## src/rtl/swalk_pkg.sv

```systemverilog
package swalk_pkg;

  typedef enum logic [1:0] {
    RES_ALLOW     = 2'd0,
    RES_VIOLATE   = 2'd1,
    RES_MISS      = 2'd2,
    RES_MISCONFIG = 2'd3
  } walkRes_t;

  // strobes from control to datapath
  typedef struct packed {
    logic capture;   // latch request fields, load root, level 4
    logic fastDone;  // result decided from the leaf entry alone
    logic descend;   // entry valid: load next base, step a level down
    logic walkDone;  // walk ended: latch the response verdict
  } dpStrobe_t;

  localparam int LEAF_WRITE_BIT = 1;
  localparam int LEAF_SPP_BIT   = 61;
  localparam int EXIT_CODE_SPP  = 66;
  localparam int LEVEL_IDX_W    = 9;
  localparam int PAGE_SHIFT     = 12;
  localparam int REGIONS        = 32;

endpackage

```

## src/rtl/swalk_datapath.sv

```systemverilog
module swalk_datapath
  import swalk_pkg::*;
#(
  parameter int PA_W     = 52,
  parameter int GPA_W    = 48,
  parameter int REASON_W = 16
) (
  input  logic                clk,
  input  logic                rstN,
  input  dpStrobe_t           strobe,
  input  logic [GPA_W-1:0]    reqGpa,
  input  logic [63:0]         reqLeaf,
  input  logic                reqNmiUnblock,
  input  logic                sppEnable,
  input  logic [PA_W-1:0]     tableRoot,
  input  logic [63:0]         memRspData,
  output logic                needWalk,
  output logic                rspDescend,
  output logic [PA_W-1:0]     memReqAddr,
  output logic [1:0]          resCode,
  output logic [REASON_W-1:0] resExitReason,
  output logic [63:0]         resExitQual
);

  localparam int BASE_W = PA_W - PAGE_SHIFT;

  logic [GPA_W-1:0]       gpaQ;
  logic                   nmiQ;
  logic [BASE_W-1:0]      baseQ;
  logic [1:0]             levelQ;   // 3 = level 4 ... 0 = level 1
  walkRes_t               resQ;

  logic [LEVEL_IDX_W-1:0] tableIdx;
  logic                   rsvdSet;
  logic [REGIONS-1:0]     permBits;
  logic [REGIONS-1:0]     oddBits;
  walkRes_t               fastRes;
  walkRes_t               rspRes;

  // request classification
  assign needWalk = sppEnable && reqLeaf[LEAF_SPP_BIT] && !reqLeaf[LEAF_WRITE_BIT];
  assign fastRes  = reqLeaf[LEAF_WRITE_BIT] ? RES_ALLOW : RES_VIOLATE;

  // entry address for the current level
  assign tableIdx   = gpaQ[PAGE_SHIFT + LEVEL_IDX_W*int'(levelQ) +: LEVEL_IDX_W];
  assign memReqAddr = {baseQ, tableIdx, 3'b000};

  // upper-level entry reserved fields
  assign rsvdSet = (|memRspData[PAGE_SHIFT-1:1]) || (|memRspData[63:PA_W]);

  // split the level 1 entry into permission and reserved bits
  for (genvar g = 0; g < REGIONS; g++) begin : g_region
    assign permBits[g] = memRspData[2*g];
    assign oddBits[g]  = memRspData[2*g+1];
  end

  always_comb begin
    rspDescend = 1'b0;
    if (levelQ != 2'd0) begin
      if (rsvdSet)             rspRes = RES_MISCONFIG;
      else if (!memRspData[0]) rspRes = RES_MISS;
      else begin
        rspRes     = RES_ALLOW;
        rspDescend = 1'b1;
      end
    end else begin
      if (|oddBits)                 rspRes = RES_MISCONFIG;
      else if (permBits[gpaQ[11:7]]) rspRes = RES_ALLOW;
      else                          rspRes = RES_VIOLATE;
    end
  end

  always_ff @(posedge clk) begin
    if (!rstN) begin
      gpaQ   <= '0;
      nmiQ   <= 1'b0;
      baseQ  <= '0;
      levelQ <= 2'd3;
      resQ   <= RES_ALLOW;
    end else begin
      if (strobe.capture) begin
        gpaQ   <= reqGpa;
        nmiQ   <= reqNmiUnblock;
        baseQ  <= tableRoot[PA_W-1:PAGE_SHIFT];
        levelQ <= 2'd3;
      end
      if (strobe.fastDone) resQ <= fastRes;
      if (strobe.descend) begin
        baseQ  <= memRspData[PA_W-1:PAGE_SHIFT];
        levelQ <= levelQ - 2'd1;
      end
      if (strobe.walkDone) resQ <= rspRes;
    end
  end

  // result fields
  always_comb begin
    resCode       = resQ;
    resExitReason = '0;
    resExitQual   = '0;
    if (resQ == RES_MISS || resQ == RES_MISCONFIG) begin
      resExitReason   = REASON_W'(EXIT_CODE_SPP);
      resExitQual[11] = (resQ == RES_MISS);
      resExitQual[12] = nmiQ;
    end
  end

endmodule

```

## src/rtl/swalk_ctrl.sv

```systemverilog
module swalk_ctrl
  import swalk_pkg::*;
(
  input  logic      clk,
  input  logic      rstN,
  input  logic      reqValid,
  input  logic      needWalk,
  input  logic      memReqReady,
  input  logic      memRspValid,
  input  logic      rspDescend,
  input  logic      resReady,
  output logic      reqReady,
  output logic      memReqValid,
  output logic      resValid,
  output logic      busy,
  output dpStrobe_t strobe
);

  typedef enum logic [1:0] {
    ST_IDLE  = 2'd0,
    ST_ISSUE = 2'd1,
    ST_AWAIT = 2'd2,
    ST_HOLD  = 2'd3
  } ctrlState_t;

  ctrlState_t stateQ, stateD;

  assign reqReady    = (stateQ == ST_IDLE);
  assign busy        = (stateQ != ST_IDLE);
  assign memReqValid = (stateQ == ST_ISSUE);
  assign resValid    = (stateQ == ST_HOLD);

  always_comb begin
    strobe          = '0;
    strobe.capture  = (stateQ == ST_IDLE) && reqValid;
    strobe.fastDone = strobe.capture && !needWalk;
    strobe.descend  = (stateQ == ST_AWAIT) && memRspValid && rspDescend;
    strobe.walkDone = (stateQ == ST_AWAIT) && memRspValid && !rspDescend;
  end

  always_comb begin
    stateD = stateQ;
    unique case (stateQ)
      ST_IDLE:  if (reqValid)    stateD = needWalk ? ST_ISSUE : ST_HOLD;
      ST_ISSUE: if (memReqReady) stateD = ST_AWAIT;
      ST_AWAIT: if (memRspValid) stateD = rspDescend ? ST_ISSUE : ST_HOLD;
      ST_HOLD:  if (resReady)    stateD = ST_IDLE;
      default:                   stateD = ST_IDLE;
    endcase
  end

  always_ff @(posedge clk) begin
    if (!rstN) stateQ <= ST_IDLE;
    else       stateQ <= stateD;
  end

endmodule

```

## src/rtl/subpage_walker.sv

```systemverilog
module subpage_walker
  import swalk_pkg::*;
#(
  parameter int PA_W     = 52,
  parameter int GPA_W    = 48,
  parameter int REASON_W = 16
) (
  input  logic                clk,
  input  logic                rstN,
  input  logic                reqValid,
  output logic                reqReady,
  input  logic [GPA_W-1:0]    reqGpa,
  input  logic [63:0]         reqLeaf,
  input  logic                reqNmiUnblock,
  input  logic                sppEnable,
  input  logic [PA_W-1:0]     tableRoot,
  output logic                memReqValid,
  input  logic                memReqReady,
  output logic [PA_W-1:0]     memReqAddr,
  input  logic                memRspValid,
  input  logic [63:0]         memRspData,
  output logic                resValid,
  input  logic                resReady,
  output logic [1:0]          resCode,
  output logic [REASON_W-1:0] resExitReason,
  output logic [63:0]         resExitQual,
  output logic                busy
);

  dpStrobe_t strobe;
  logic      needWalk;
  logic      rspDescend;

  swalk_ctrl u_ctrl (
    .clk        (clk),
    .rstN       (rstN),
    .reqValid   (reqValid),
    .needWalk   (needWalk),
    .memReqReady(memReqReady),
    .memRspValid(memRspValid),
    .rspDescend (rspDescend),
    .resReady   (resReady),
    .reqReady   (reqReady),
    .memReqValid(memReqValid),
    .resValid   (resValid),
    .busy       (busy),
    .strobe     (strobe)
  );

  swalk_datapath #(
    .PA_W    (PA_W),
    .GPA_W   (GPA_W),
    .REASON_W(REASON_W)
  ) u_dp (
    .clk          (clk),
    .rstN         (rstN),
    .strobe       (strobe),
    .reqGpa       (reqGpa),
    .reqLeaf      (reqLeaf),
    .reqNmiUnblock(reqNmiUnblock),
    .sppEnable    (sppEnable),
    .tableRoot    (tableRoot),
    .memRspData   (memRspData),
    .needWalk     (needWalk),
    .rspDescend   (rspDescend),
    .memReqAddr   (memReqAddr),
    .resCode      (resCode),
    .resExitReason(resExitReason),
    .resExitQual  (resExitQual)
  );

endmodule

```

## config.mk

```make
export PLATFORM = sky130hd
export DESIGN_NAME = subpage_walker
export DESIGN_NICKNAME = d
export VERILOG_FILES = /design/src/rtl/swalk_pkg.sv /design/src/rtl/swalk_datapath.sv /design/src/rtl/swalk_ctrl.sv /design/src/rtl/subpage_walker.sv
export SDC_FILE = /design/constraint.sdc
export NUM_CORES = 1
export LEC_CHECK = 0
export CELL_PAD_IN_SITES_DETAIL_PLACEMENT = 1
export CELL_PAD_IN_SITES_GLOBAL_PLACEMENT = 1
export CORE_MARGIN = 2
export CORE_UTILIZATION = 27
export CTS_CLUSTER_DIAMETER = 30
export DETAILED_ROUTE_END_ITERATION = 12
export PLACE_DENSITY = 0.86
export SETUP_SLACK_MARGIN = 0.4
export SKIP_CTS_REPAIR_TIMING = 1
export SYNTH_ARGS = -nofsm -noshare
export SYNTH_HDL_FRONTEND = slang
export SYNTH_SLANG_ARGS = --single-unit
```

## constraint.sdc

```tcl
create_clock -name clk -period 7.4 [get_ports clk]
set_clock_uncertainty 0.05 [all_clocks]
set_input_delay 1.48 -clock clk [delete_from_list [all_inputs] [get_ports clk]]
set_output_delay 1.48 -clock clk [all_outputs]
set_load 0.005 [all_outputs]
```

==> run summary, run 1 <==
status: complete, no violations
Synth warnings: 0
die span in y: 149 microns
maximum vdd ir drop: 0.0000870 V
WL/cell: 17.9 microns
DRC Markers: 0
Worst EP arrival: 3.27 ns
Critical Setup Path Class: flop to output pin
DR vias: 5385
fin crit period: 4.80 ns
register area share after synthesis: 0.317
via count of the first global-routing pass: 5525
CTS tree: done
# port buffers: 215
max_cap viols: 0
Pleak: 2.98 nW
area of the multi-input gates: 3300 sq um
via-per-instance ratio: 4.74
max-slew violations: 0
Hold Path Class: flop to flop
fillers: 2501
Sink Count: 90
final hold violation count: 0
Pwr per Cell Area: 181 nW/um^2
area of the core: 20800 sq um
top cell type's share of synthesized area: 0.317
layout cell share with drive strength beyond 1: 0.108
CP Buf/Inv Count: 2
Syn Inst Count: 681
TNS Setup: 0 ns
Layout area overhead: 40.0%
largest net degree at the start of global routing: 89
max_slew headroom: 0.246
Mapped Area: 5680 sq um
syn avg cell area: 8.34 sq um
total track usage: 0.183
antenna viol nets, final: 0
Synth cell types: 42
CP max stage cell: dfxtp_1
Worst EP required: 5.87 ns
most frequent cells in the layout: clkdlybuf4s50_1, nand2_1, dfxtp_1
Initial Util: 0.273
ys flop type: dfxtp_1
Post-Route WL: 20300 microns
startpoint types: flop
Die Wd: 149 microns
Final period util: 0.648
row cnt: 53
Slew @ Worst Pin: 1.13 ns
FF+latch area: 1800 sq um
Worst Setup End Kind: output pin
Bufs on Longest Clock Path: 2
HPWL Detailed: 15300 microns
Clk Latency, worst-skew pair: 0.35 ns
grt ovf: 0
drt first pass iters: 4
most common cell after layout, fill and taps aside: clkdlybuf4s50_1
RSZ-0062 raised after global routing: no
# setup viols final: 0
Critical Path Fanout Max: 22
global-route wire length before repair: 31400 microns
CP Cell Sequence: buf_4, ha_1, mux4_2, o22ai_1, clkdlybuf4s50_1
Post-synth ARST share: 0
final RePlAce weighted congestion: 0.810
initial drt markers: 191
Worst-path clk slew: 0.06 ns
# H-tree levels: 3
Top delay family on crit path: buffers and inverters
Synth Register Bits: 90
top cells by area, synth: dfxtp_1, nand2_1, buf_4, a311oi_2, mux4_2
initial antenna violation count: 4
CP peak stage delay: 0.71 ns
clk root buf: clkbuf_16
number of CTS-inserted buffers: 9
Nets: 1094
die footprint: 22200 sq um
# IOs: 374
Max Fclk: 0.209 GHz
EDFF count, synth: 0
smallest hold slack: 0.401 ns
largest area contributor in the netlist: dfxtp_1
[path summary, 6_finish.rpt]
| path | from | end | slack, ns | depth (start not counted) |
|---|---|---|---|---|
| setup / recovery | u_dp.levelQ[0] | memReqAddr[4] | 2.60 | 5 |
| hold / removal | u_dp.nmiQ | u_dp.nmiQ | 0.40 | 2 |
| setup reg to reg | u_dp.levelQ[0] | u_dp.baseQ[31] | 3.29 | 7 |
| hold reg to reg | u_dp.nmiQ | u_dp.nmiQ | 0.40 | 2 |
[layout make-up]
cell class	count	share of cell area
tap	275	0.0433
sequential	90	0.227
clock inverter	3	0.00267
clock buffer	13	0.0327
antenna	1	0.000315
multi-input combinational	525	0.414
timing repair buffer	220	0.275
inverter	10	0.00488
[worst register-to-register path, stage by stage (launching register included)]
cell      delay (ns)
dfxtp_1         0.71
clkinv_1        0.43
ha_1            0.42
or4_1           0.58
or4_1           0.54
or3_4           0.72
nor2_1          0.41
a311oi_2        0.08
[sequential cells by signal, indices dropped and copies added, names as in the netlist]
register / flops
u_ctrl.stateQ: 2
u_dp.baseQ: 40
u_dp.gpaQ: 43
u_dp.levelQ: 2
u_dp.nmiQ: 1
u_dp.resCode: 2
[through the flow]
stage | area (sq um) | setup slack, ns | instances | utilization | total power (W)
6_report | 7950 | 2.60 | 1137 | 0.382 | 0.00144
5_1_grt | 7950 | 2.36 | 1136 | 0.382 | 0.00152
4_1_cts | 7950 | 2.63 | 1136 | 0.382 | 0.00146
3_5_place_dp | 7670 | 2.94 | 1120 | 0.368 | 0.00101
3_3_place_gp | 7670 | 2.94 | 1120 | 0.368 | 0.000996
2_1_floorplan | 5970 | 3.73 | 759 | - | 0.000812
[metal layers]
| layer | vias to the layer above | routed length [microns] | global-route usage |
|---|---|---|---|
| met2 | 209 | 9520 | 0.298 |
| met3 | 30 | 1550 | 0.0523 |
| met5 | - | 13 | 0 |
| li1 | 2545 | - | - |
| met4 | 2 | 444 | 0.0590 |
| met1 | 2599 | 8800 | 0.234 |
[power breakdown]
group	internal, W	switching, W	leakage, nW	total (W)
Clock	0.000247	0.000201	0.136	0.000449
Sequential	0.000534	0.0000515	0.737	0.000586
Combinational	0.000223	0.000184	2.11	0.000407
[cells by family after synthesis]
kind of cell               count (synthesis)  share of synthesized area
AOI/OAI and AO/OA                        128                      0.192
DFF                                       90                      0.317
other                                      1                   0.000660
buffers and inverters                    144                      0.157
muxes                                     49                      0.135
and+or+nand+nor                          267                      0.194
adders and majority gates                  2                    0.00440
[Yosys cell counts (2+ instances only)]
library cell and count:
nor2_1 53, buf_2 6, o211ai_1 3, or4_1 4, o22ai_1 8, a2111oi_0 2, buf_1 3, nor4_1 6
a21oi_1 53, mux2_2 5, nand2_1 176, ha_1 2, dfxtp_1 90, buf_6 5, or2_2 2, nor2b_1 8
clkbuf_1 39, nand2b_1 2, nand3_1 3, mux2i_1 21, or3_1 2, a311oi_2 40, and2_1 3, inv_1 8
nor3_1 3, a211oi_1 3, mux2_4 2, nor3b_1 2, o21ai_0 14, buf_4 81, mux4_2 21
No activity file was read; power rests on OpenSTA's default activity.
==> run 2, diff against run 1 <==
--- a/config.mk
+++ b/config.mk
@@ -8,10 +8,10 @@
 export CELL_PAD_IN_SITES_DETAIL_PLACEMENT = 1
 export CELL_PAD_IN_SITES_GLOBAL_PLACEMENT = 1
 export CORE_MARGIN = 2
-export CORE_UTILIZATION = 27
+export CORE_UTILIZATION = 23
 export CTS_CLUSTER_DIAMETER = 30
 export DETAILED_ROUTE_END_ITERATION = 12
-export PLACE_DENSITY = 0.86
+export PLACE_DENSITY = 0.78
 export SETUP_SLACK_MARGIN = 0.4
 export SKIP_CTS_REPAIR_TIMING = 1
 export SYNTH_ARGS = -nofsm -noshare
==> constraint.sdc (replaced) <==
create_clock -name clk -period 4.4 [get_ports clk]
set_clock_uncertainty 0.05 [all_clocks]
set_input_delay 0.88 -clock clk [delete_from_list [all_inputs] [get_ports clk]]
set_output_delay 0.88 -clock clk [all_outputs]
set_load 0.005 [all_outputs]
==> run summary, run 2 (synthesized netlist as in run 1, its figures left out) <==
status: complete, no violations
max_cap viols: 0 (unchanged)
grt ovf: 0 (unchanged)
Clk Latency, worst-skew pair: 0.35 ns (about the same)
total track usage: 0.155 (-0.0276)
final RePlAce weighted congestion: 0.813 (+0.36%)
Sink Count: 90 (unchanged)
max-slew violations: 0 (unchanged)
RSZ-0062 raised after global routing: no
Largest regs: u_dp.gpaQ x43, u_dp.baseQ x40
Max Fclk: 0.265 GHz
# IOs: 374 (unchanged)
Hold Path Class: flop to flop
Worst Setup End Kind: output pin
# port buffers: 215 (unchanged)
fin crit period: 3.77 ns
largest net degree at the start of global routing: 83 (-6.7%)
maximum vdd ir drop: 0.000130 V (+49%)
Nets: 1098 (+0.37%)
Most flops, register: u_dp.gpaQ
Worst EP arrival: 2.84 ns (-0.43 ns)
Slew @ Worst Pin: 1.12 ns (-0.0143 ns)
Pwr per Cell Area: 300 nW/um^2 (+66%)
most common cell after layout, fill and taps aside: clkdlybuf4s50_1
DR vias: 5339 (-0.85%)
drt first pass iters: 4 (unchanged)
Worst EP required: 3.47 ns (-2.40 ns)
DRC Markers: 0 (unchanged)
HPWL Detailed: 15800 microns (+3.2%)
Die Wd: 161 microns (+8.1%)
Final Total Pwr: 0.00242 W (+68%)
TNS Setup: 0 ns (unchanged)
area of the core: 24300 sq um (+17%)
max reg flops: 43 (unchanged)
Bufs on Longest Clock Path: 2 (unchanged)
number of CTS-inserted buffers: 9 (unchanged)
die footprint: 26000 sq um (+17%)
most frequent cells in the layout: clkdlybuf4s50_1, nand2_1, dfxtp_1
row cnt: 57 (+7.5%)
startpoint types: flop
Pleak: 3.00 nW (+0.63%)
initial drt markers: 276 (+45%)
via-per-instance ratio: 4.49 (-5.2%)
clk root buf: clkbuf_16
# setup viols final: 0 (unchanged)
Initial Util: 0.234 (-0.0392)
antenna viol nets, final: 0 (unchanged)
Layout area overhead: 42.0%
Critical Path Fanout Max: 31 (+41%)
Critical Setup Path Class: flop to output pin
initial antenna violation count: 3 (-1)
global-route wire length before repair: 31300 microns (-0.20%)
die span in y: 161 microns (+8.1%)
# H-tree levels: 3 (unchanged)
via count of the first global-routing pass: 5399 (-2.3%)
Final period util: 0.857
Worst-path clk slew: 0.07 ns (about the same)
final hold violation count: 0 (unchanged)
layout cell share with drive strength beyond 1: 0.112 (+0.00425)
Post-Route WL: 20700 microns (+2.0%)
WL/cell: 17.4 microns (-2.4%)
CTS tree: done
Layout Utilization: 0.332 (-0.0503)
max_slew headroom: 0.256 (+0.00955)
run 2: metrics by stage:
step / instances / setup WS [ns] / hold slack [ns] / area [sq um]
finish: 1189 / 0.630 / 0.402 / 8070
global route: 1188 / 0.469 / 0.428 / 8060
CTS: 1188 / 0.526 / 0.408 / 8060
detailed placement: 1173 / 0.452 / 0.398 / 7800
global placement: 1173 / 0.478 / 0.391 / 7800
floorplan: 759 / 0.881 / 0.382 / 5970
run 2: final timing paths:
| check | startpoint | end | slack, ns | depth (start not counted) |
|---|---|---|---|---|
| hold / removal | u_dp.nmiQ | u_dp.nmiQ | 0.40 | 2 |
| setup / recovery | u_dp.levelQ[0] | memReqAddr[3] | 0.63 | 6 |
| hold reg to reg | u_dp.nmiQ | u_dp.nmiQ | 0.40 | 2 |
| setup reg to reg | u_dp.levelQ[0] | u_dp.levelQ[0] | 0.83 | 7 |
run 2: critical path, cell delays in order (launching register included):
cell and delay (ns):
dfxtp_1 0.37, buf_4 0.41, mux4_2 0.60, mux4_2 0.47
nor2_1 0.10, a21oi_1 0.06, clkdlybuf4s50_1 0.47
run 2: where the power goes:
group | switching (W) | internal, W | leakage [nW] | total [W]
clock network | 0.000350 | 0.000382 | 0.122 | 0.000732
logic | 0.000324 | 0.000390 | 2.14 | 0.000714
registers | 0.0000791 | 0.000898 | 0.737 | 0.000977
run 2: final cells by class:
type	instances	area, sq um
antenna	1	2.50
sequential	90	1800
clock inverter	4	28.8
tap	324	405
inverter	10	38.8
clock buffer	11	233
multi-input combinational	525	3300
fill	2889	16300
timing repair buffer	224	2260
run 2: metal layers:
metal,GRT usage,vias to the layer above,part of all wire
met5,0,-,0.00063
met4,0.0463,2,0.019
met3,0.0437,27,0.068
met2,0.255,184,0.48
met1,0.199,2576,0.43
li1,-,2550,-
